[config.mk]
export PLATFORM = sky130hd
export DESIGN_NAME = fetch_aligner
export DESIGN_NICKNAME = d
export VERILOG_FILES = /design/src/rtl/fa_pkg.sv /design/src/rtl/fa_row_sel.sv /design/src/rtl/fa_bank.sv /design/src/rtl/fa_rotator.sv /design/src/rtl/fetch_aligner.sv
export SDC_FILE = /design/constraint.sdc
export NUM_CORES = 2
export LEC_CHECK = 0
export BUFFER_PORTS_ARGS = -buffer_cell sky130_fd_sc_hd__buf_2
export CAP_MARGIN = 20
export CORE_MARGIN = 4
export CORE_UTILIZATION = 40
export CTS_BUF_LIST = sky130_fd_sc_hd__clkbuf_16
export DETAILED_ROUTE_END_ITERATION = 16
export PLACE_DENSITY = 0.59
export SLEW_MARGIN = 20
export SYNTH_ARGS = -nofsm -noshare
export SYNTH_HDL_FRONTEND = slang
export SYNTH_SLANG_ARGS = --single-unit
[constraint.sdc]
create_clock -name clk -period 12.05 [get_ports clk]
set_input_delay 1.8075 -clock clk [delete_from_list [all_inputs] [get_ports clk]]
set_output_delay 1.8075 -clock clk [all_outputs]
set_load 0.02 [all_outputs]
[src/rtl/fa_pkg.sv]
package fa_pkg;

    localparam int unsigned FA_NCOL   = 4;
    localparam int unsigned FA_IW     = 32;
    localparam int unsigned FA_ROW_AW = 3;
    localparam int unsigned FA_TAG_W  = 8;

    // Source column for an output slot: offset plus slot, modulo column count.
    function automatic int unsigned fa_slot_col(input int unsigned off,
                                                input int unsigned slot,
                                                input int unsigned ncol);
        return (off + slot) % ncol;
    endfunction

    // A column takes the next row when the group starts beyond it.
    function automatic logic fa_takes_next(input int unsigned off,
                                           input int unsigned col);
        return off > col;
    endfunction

endpackage

[src/rtl/fa_row_sel.sv]
module fa_row_sel #(
    parameter int unsigned NCOL   = 4,
    parameter int unsigned ROW_AW = 3,
    parameter int unsigned TAG_W  = 8,
    localparam int unsigned OFF_W = $clog2(NCOL)
) (
    input  logic [TAG_W-1:0]                 pc_tag,
    input  logic [ROW_AW-1:0]                pc_row,
    input  logic [OFF_W-1:0]                 pc_off,
    output logic [NCOL-1:0][ROW_AW-1:0]      col_row,
    output logic [NCOL-1:0][TAG_W-1:0]       col_tag,
    output logic [NCOL-1:0]                  col_next
);
    logic [ROW_AW-1:0] row_inc;
    logic [TAG_W-1:0]  tag_inc;
    logic              row_last;

    always_comb begin
        row_inc  = pc_row + 1'b1;
        tag_inc  = pc_tag + 1'b1;
        row_last = &pc_row;
    end

    for (genvar c = 0; c < NCOL; c++) begin : g_col
        always_comb begin
            col_next[c] = fa_pkg::fa_takes_next(int'(pc_off), c);
            col_row[c]  = col_next[c] ? row_inc : pc_row;
            col_tag[c]  = (col_next[c] && row_last) ? tag_inc : pc_tag;
        end

        if (c > 0) begin : g_order
            // A column that takes the next row implies every lower one does.
            always_comb begin
                AST_SEL_ORDER: assert (!col_next[c] || col_next[c-1]);
            end
        end
    end

endmodule

[src/rtl/fa_bank.sv]
module fa_bank #(
    parameter int unsigned ROW_AW = 3,
    parameter int unsigned IW     = 32,
    parameter int unsigned TAG_W  = 8,
    localparam int unsigned ROWS  = 1 << ROW_AW
) (
    input  logic              clk,
    input  logic              rst,
    input  logic              wr_en,
    input  logic [ROW_AW-1:0] wr_row,
    input  logic [IW-1:0]     wr_instr,
    input  logic [TAG_W-1:0]  wr_tag,
    input  logic              rd_en,
    input  logic [ROW_AW-1:0] rd_row,
    output logic [IW-1:0]     rd_instr,
    output logic [TAG_W-1:0]  rd_tag,
    output logic              rd_vld
);
    logic [IW-1:0]    mem_instr [ROWS];
    logic [TAG_W-1:0] mem_tag   [ROWS];
    logic [ROWS-1:0]  mem_vld;

    // Read-first: the read register takes the pre-write contents.
    always_ff @(posedge clk) begin
        if (rd_en) begin
            rd_instr <= mem_instr[rd_row];
            rd_tag   <= mem_tag[rd_row];
        end
        if (wr_en) begin
            mem_instr[wr_row] <= wr_instr;
            mem_tag[wr_row]   <= wr_tag;
        end
    end

    always_ff @(posedge clk) begin
        if (rst) begin
            mem_vld <= '0;
            rd_vld  <= 1'b0;
        end else begin
            if (rd_en) rd_vld <= mem_vld[rd_row];
            if (wr_en) mem_vld[wr_row] <= 1'b1;
        end
    end

    AST_WR_SETS_VLD: assert property (@(posedge clk) disable iff (rst)
        wr_en |=> mem_vld[$past(wr_row)]);

endmodule

[src/rtl/fa_rotator.sv]
module fa_rotator #(
    parameter int unsigned NCOL  = 4,
    parameter int unsigned IW    = 32,
    parameter int unsigned TAG_W = 8,
    localparam int unsigned OFF_W = $clog2(NCOL)
) (
    input  logic                        grp_vld,
    input  logic [OFF_W-1:0]            grp_off,
    input  logic [NCOL-1:0][IW-1:0]     bank_instr,
    input  logic [NCOL-1:0][TAG_W-1:0]  bank_tag,
    input  logic [NCOL-1:0]             bank_vld,
    input  logic [NCOL-1:0][TAG_W-1:0]  exp_tag,
    output logic [NCOL-1:0][IW-1:0]     slot_instr,
    output logic [NCOL-1:0]             slot_mask
);
    logic [NCOL-1:0] col_match;

    for (genvar c = 0; c < NCOL; c++) begin : g_cmp
        always_comb col_match[c] = bank_vld[c] && (bank_tag[c] == exp_tag[c]);
    end

    for (genvar s = 0; s < NCOL; s++) begin : g_slot
        always_comb begin
            int unsigned src;
            src           = fa_pkg::fa_slot_col(int'(grp_off), s, NCOL);
            slot_instr[s] = bank_instr[src];
            slot_mask[s]  = grp_vld && col_match[src];
        end
    end

endmodule

[src/rtl/fetch_aligner.sv]
module fetch_aligner #(
    parameter int unsigned NCOL   = fa_pkg::FA_NCOL,
    parameter int unsigned IW     = fa_pkg::FA_IW,
    parameter int unsigned ROW_AW = fa_pkg::FA_ROW_AW,
    parameter int unsigned TAG_W  = fa_pkg::FA_TAG_W,
    localparam int unsigned OFF_W = $clog2(NCOL),
    localparam int unsigned PC_W  = TAG_W + ROW_AW + OFF_W
) (
    input  logic                 clk,
    input  logic                 rst,
    input  logic                 wr_en,
    input  logic [ROW_AW-1:0]    wr_row,
    input  logic [TAG_W-1:0]     wr_tag,
    input  logic [NCOL*IW-1:0]   wr_line,
    input  logic                 req_valid,
    input  logic [PC_W-1:0]      req_pc,
    output logic                 out_valid,
    output logic [NCOL*IW-1:0]   out_instr,
    output logic [NCOL-1:0]      out_mask,
    output logic                 out_hit
);
    logic [TAG_W-1:0]  pc_tag;
    logic [ROW_AW-1:0] pc_row;
    logic [OFF_W-1:0]  pc_off;

    always_comb begin
        pc_off = req_pc[OFF_W-1:0];
        pc_row = req_pc[OFF_W +: ROW_AW];
        pc_tag = req_pc[PC_W-1 -: TAG_W];
    end

    logic [NCOL-1:0][ROW_AW-1:0] col_row;
    logic [NCOL-1:0][TAG_W-1:0]  col_tag;
    logic [NCOL-1:0]             col_next;

    fa_row_sel #(.NCOL(NCOL), .ROW_AW(ROW_AW), .TAG_W(TAG_W)) u_row_sel (
        .pc_tag   (pc_tag),
        .pc_row   (pc_row),
        .pc_off   (pc_off),
        .col_row  (col_row),
        .col_tag  (col_tag),
        .col_next (col_next)
    );

    logic [NCOL-1:0][IW-1:0]    bank_instr;
    logic [NCOL-1:0][TAG_W-1:0] bank_tag;
    logic [NCOL-1:0]            bank_vld;

    for (genvar c = 0; c < NCOL; c++) begin : g_bank
        fa_bank #(.ROW_AW(ROW_AW), .IW(IW), .TAG_W(TAG_W)) u_bank (
            .clk      (clk),
            .rst      (rst),
            .wr_en    (wr_en),
            .wr_row   (wr_row),
            .wr_instr (wr_line[c*IW +: IW]),
            .wr_tag   (wr_tag),
            .rd_en    (req_valid),
            .rd_row   (col_row[c]),
            .rd_instr (bank_instr[c]),
            .rd_tag   (bank_tag[c]),
            .rd_vld   (bank_vld[c])
        );
    end

    // Lookup stage: offset and expected tags travel with the bank reads.
    logic                        s1_valid;
    logic [OFF_W-1:0]            s1_off;
    logic [NCOL-1:0][TAG_W-1:0]  s1_exp_tag;

    always_ff @(posedge clk) begin
        if (rst) begin
            s1_valid   <= 1'b0;
            s1_off     <= '0;
            s1_exp_tag <= '0;
        end else begin
            s1_valid <= req_valid;
            if (req_valid) begin
                s1_off     <= pc_off;
                s1_exp_tag <= col_tag;
            end
        end
    end

    logic [NCOL-1:0][IW-1:0] slot_instr;
    logic [NCOL-1:0]         slot_mask;

    fa_rotator #(.NCOL(NCOL), .IW(IW), .TAG_W(TAG_W)) u_rot (
        .grp_vld    (s1_valid),
        .grp_off    (s1_off),
        .bank_instr (bank_instr),
        .bank_tag   (bank_tag),
        .bank_vld   (bank_vld),
        .exp_tag    (s1_exp_tag),
        .slot_instr (slot_instr),
        .slot_mask  (slot_mask)
    );

    always_comb begin
        out_valid = s1_valid;
        out_instr = slot_instr;
        out_mask  = slot_mask;
        out_hit   = &slot_mask;
    end

    AST_REQ_TO_OUT: assert property (@(posedge clk) disable iff (rst)
        req_valid |=> out_valid);
    AST_IDLE_TO_OUT: assert property (@(posedge clk) disable iff (rst)
        !req_valid |=> !out_valid);
    AST_MASK_GATED: assert property (@(posedge clk) disable iff (rst)
        !out_valid |-> (out_mask == '0 && !out_hit));

endmodule

==> metrics.csv <==
metric,value,unit
status,"finished, final reports clean",
fin_tns_setup,0,ps
cpPeakStageDelay,890,ps
holdBufCountCts,0,
ff_latch_area,38900,µm²
initial_utilization,40.5,%
grt_pass1_vias,27200,
nFillCells,10900,
clk_path_buf_depth,3,
rsz0062_at_grt,false,
syn_inst,2400,
grt_max_degree,101,
die_x,374,µm
critPathSlowestCell,dfxtp_4,
max_freq,186,MHz
startpoint_type,flip-flop,
endpoint_kind,output pin,
r2r_slack,10440,ps
ys_seq_elements,1319,
r2r_cells,3,
critical_path.startpoint,s1_off[0],
grtUsageTotal,18.5,%
worst_slack,6680,ps
final_util,46.6,%
vias_per_cell,5.65,
portBuffers,289,
detail-route-antenna-nets,0,
drt-initial-drc-count,2335,
die_h,374,µm
syn2layout_area_growth,15.1,%
pre_cts_ws,6380,ps
wl_per_cell,28.1,µm
rr_endpoint,s1_off[1],
arrival,3560,ps
setup_violations,0,
worstReg2RegStart,s1_off[1],
gp_congestion,0.782,
grt_pass1_wl,190000,µm
insertion_delay,730,ps
crit_chain,buf_4 > inv_1 > nor4_1 > o21ai_0 > mux2i_1 > buf_2,
cts_made_buffers,137,
ys_seq_area_share,72.7,%
syn_area_per_cell,22.3,µm²
place.detailed.hpwl,75600,µm
rows,133,
drt_wl_total,130000,µm
cts_tree,yes,
cts_max_level,4,
cts_resized,0,
power.density,169,nW/µm²
synth_cell_type_count,36,
antenna_found_initial,55,
nets,2894,
synth_fp_nets,2559,
post_cts_buffers,0,
grt.overflow.total,0,
finalHoldWorstSlack,468,ps
slew_viol_final,0,
cts_sinks,1319,
min_period,5370,ps
finalPower,0.0104,W
io_pins,290,
p_leak,19.8,nW
dieArea,140000,µm²
yosys_warnings,0,
clk_pin_slew_worst_paths,60,ps
via_count,26100,
core_area,132000,µm²
multi_input_area,14200,µm²
firstDrtPassIters,5,
cts_root_buffer,clkbuf_16,
worstSetupPathType,reg -> out,
worstMarginPinSlew,1080,ps
hold_viol_final,0,
max_slew_margin,26.2,%
hp-class,reg -> reg,
endpoint,out_mask[0],
timing.final.crit_share,44.5,%
path_max_fanout,39,
crit_required,10240,ps
syn_area,53500,µm²
drc,0,
finClkSkew,29.9,ps
ir_drop,116,µV
drive_gt1_share,40.7,%
maxCapViolCount,0,
## final cells by class
cell class,instances,area share (%)
timing repair buffer,339,3.21
clock inverter,106,1.13
clock buffer,143,5.80
sequential,1319,63.1
inverter,3,0.0183
tap,1755,3.56
multi-input combinational,935,23.0
antenna,30,0.122
## sequential cells by signal, summed over array words and instances, names as in the netlist
signal	cells
g_bank.u_bank.rd_tag	32
g_bank.u_bank.rd_vld	4
g_bank.u_bank.mem_tag	64
g_bank.u_bank.mem_vld	32
s1_exp_tag	32
out_valid	1
s1_off	2
g_bank.u_bank.mem_instr	1024
g_bank.u_bank.rd_instr	128
## cell usage in the layout, fill, tap and decap left out, drive strengths merged, types with 4 or more instances in the layout
cell	instances
or3	8
clkinv	54
nor4	7
clkinvlp	5
o21ai	12
and3	4
a311oi	11
dfxtp	71
buf	339
edfxtp	1248
xnor2	40
mux4	454
nor2	107
nor3	8
nand4	5
a211oi	25
diode	30
nor2b	7
nand3	12
nand2b	6
mux2i	29
bufinv	7
nand2	16
inv	43
clkbuf	143
xor2	7
mux2	162
## power by group
| group | switching [W] | internal (W) | total [W] | leakage (nW) |
|---|---|---|---|---|
| combinational | 0.000534 | 0.000495 | 0.00103 | 5.50 |
| sequential | 0.000132 | 0.00525 | 0.00538 | 12.0 |
| clock | 0.00169 | 0.00229 | 0.00398 | 2.23 |
## through the flow
step	instance area (µm²)	cells
floorplan	53500	2400
global placement	57200	4347
detailed placement	57200	4348
CTS	61500	4597
global route	61600	4611
finish	61600	4630
## critical path, delay by kind of cell, from the launching register on
kind	cells	cell delay (ps)
compound gates	1	270
buf+inv	3	1050
flops	1	890
mux	1	230
simple gates	1	350
## synth_stat cells, drive strengths merged
library cell / instances / area [µm²]
edfxtp: 1248 / 37500
or3: 8 / 50.1
mux4: 454 / 10200
o32ai: 2 / 17.5
clkbuf: 72 / 270
inv: 3 / 11.3
mux2: 162 / 1820
and4: 1 / 8.76
nor2b: 7 / 43.8
nor2: 107 / 404
mux2i: 29 / 294
nand4: 5 / 31.3
and2: 3 / 18.8
a211o: 2 / 17.5
and3: 4 / 25.0
xnor2: 40 / 358
nor3: 8 / 40.0
ha: 3 / 37.5
o211ai: 2 / 15.0
dfxtp: 71 / 1420
nand2b: 6 / 37.5
a211oi: 25 / 188
nand2: 16 / 60.1
xor2: 7 / 61.3
buf: 71 / 333
o21ai: 12 / 60.1
nand3: 12 / 60.1
nor4: 7 / 43.8
a21oi: 2 / 10.0
a311oi: 11 / 96.3
## worst min-delay path by stage
stage	from	to	cells past startpoint
after floorplan	g_bank[1].u_bank.mem_vld[1]	g_bank[1].u_bank.mem_vld[1]	2
after global placement	g_bank[3].u_bank.mem_vld[5]	g_bank[3].u_bank.mem_vld[5]	2
after detailed placement	g_bank[1].u_bank.mem_vld[7]	g_bank[1].u_bank.mem_vld[7]	2
after CTS	g_bank[1].u_bank.mem_vld[6]	g_bank[1].u_bank.mem_vld[6]	2
after global routing	g_bank[1].u_bank.mem_vld[7]	g_bank[1].u_bank.mem_vld[7]	2
final	g_bank[1].u_bank.mem_vld[6]	g_bank[1].u_bank.mem_vld[6]	2
## kinds of logic (layout without fill, tap and decap cells)
logic type	after synthesis	after routing	share of synthesized area, %
AOI/OAI and AO/OA	56	56	0.755
muxes	645	645	23.1
other	0	30	0
adders and majority gates	3	3	0.0701
DFF	1319	1319	72.7
buffers and inverters	146	591	1.15
xor gates and xnor gates	47	47	0.783
and+or+nand+nor	184	184	1.54
## routing by layer
layer,share of wire (%),GRT usage (%),wire length [µm]
met1,41,24.3,52900
met2,50,31.1,65300
met3,6.3,4.13,8180
met4,2.6,5.82,3380
met5,0.12,0,156
Note: power is estimated with default switching activity, not from simulation.
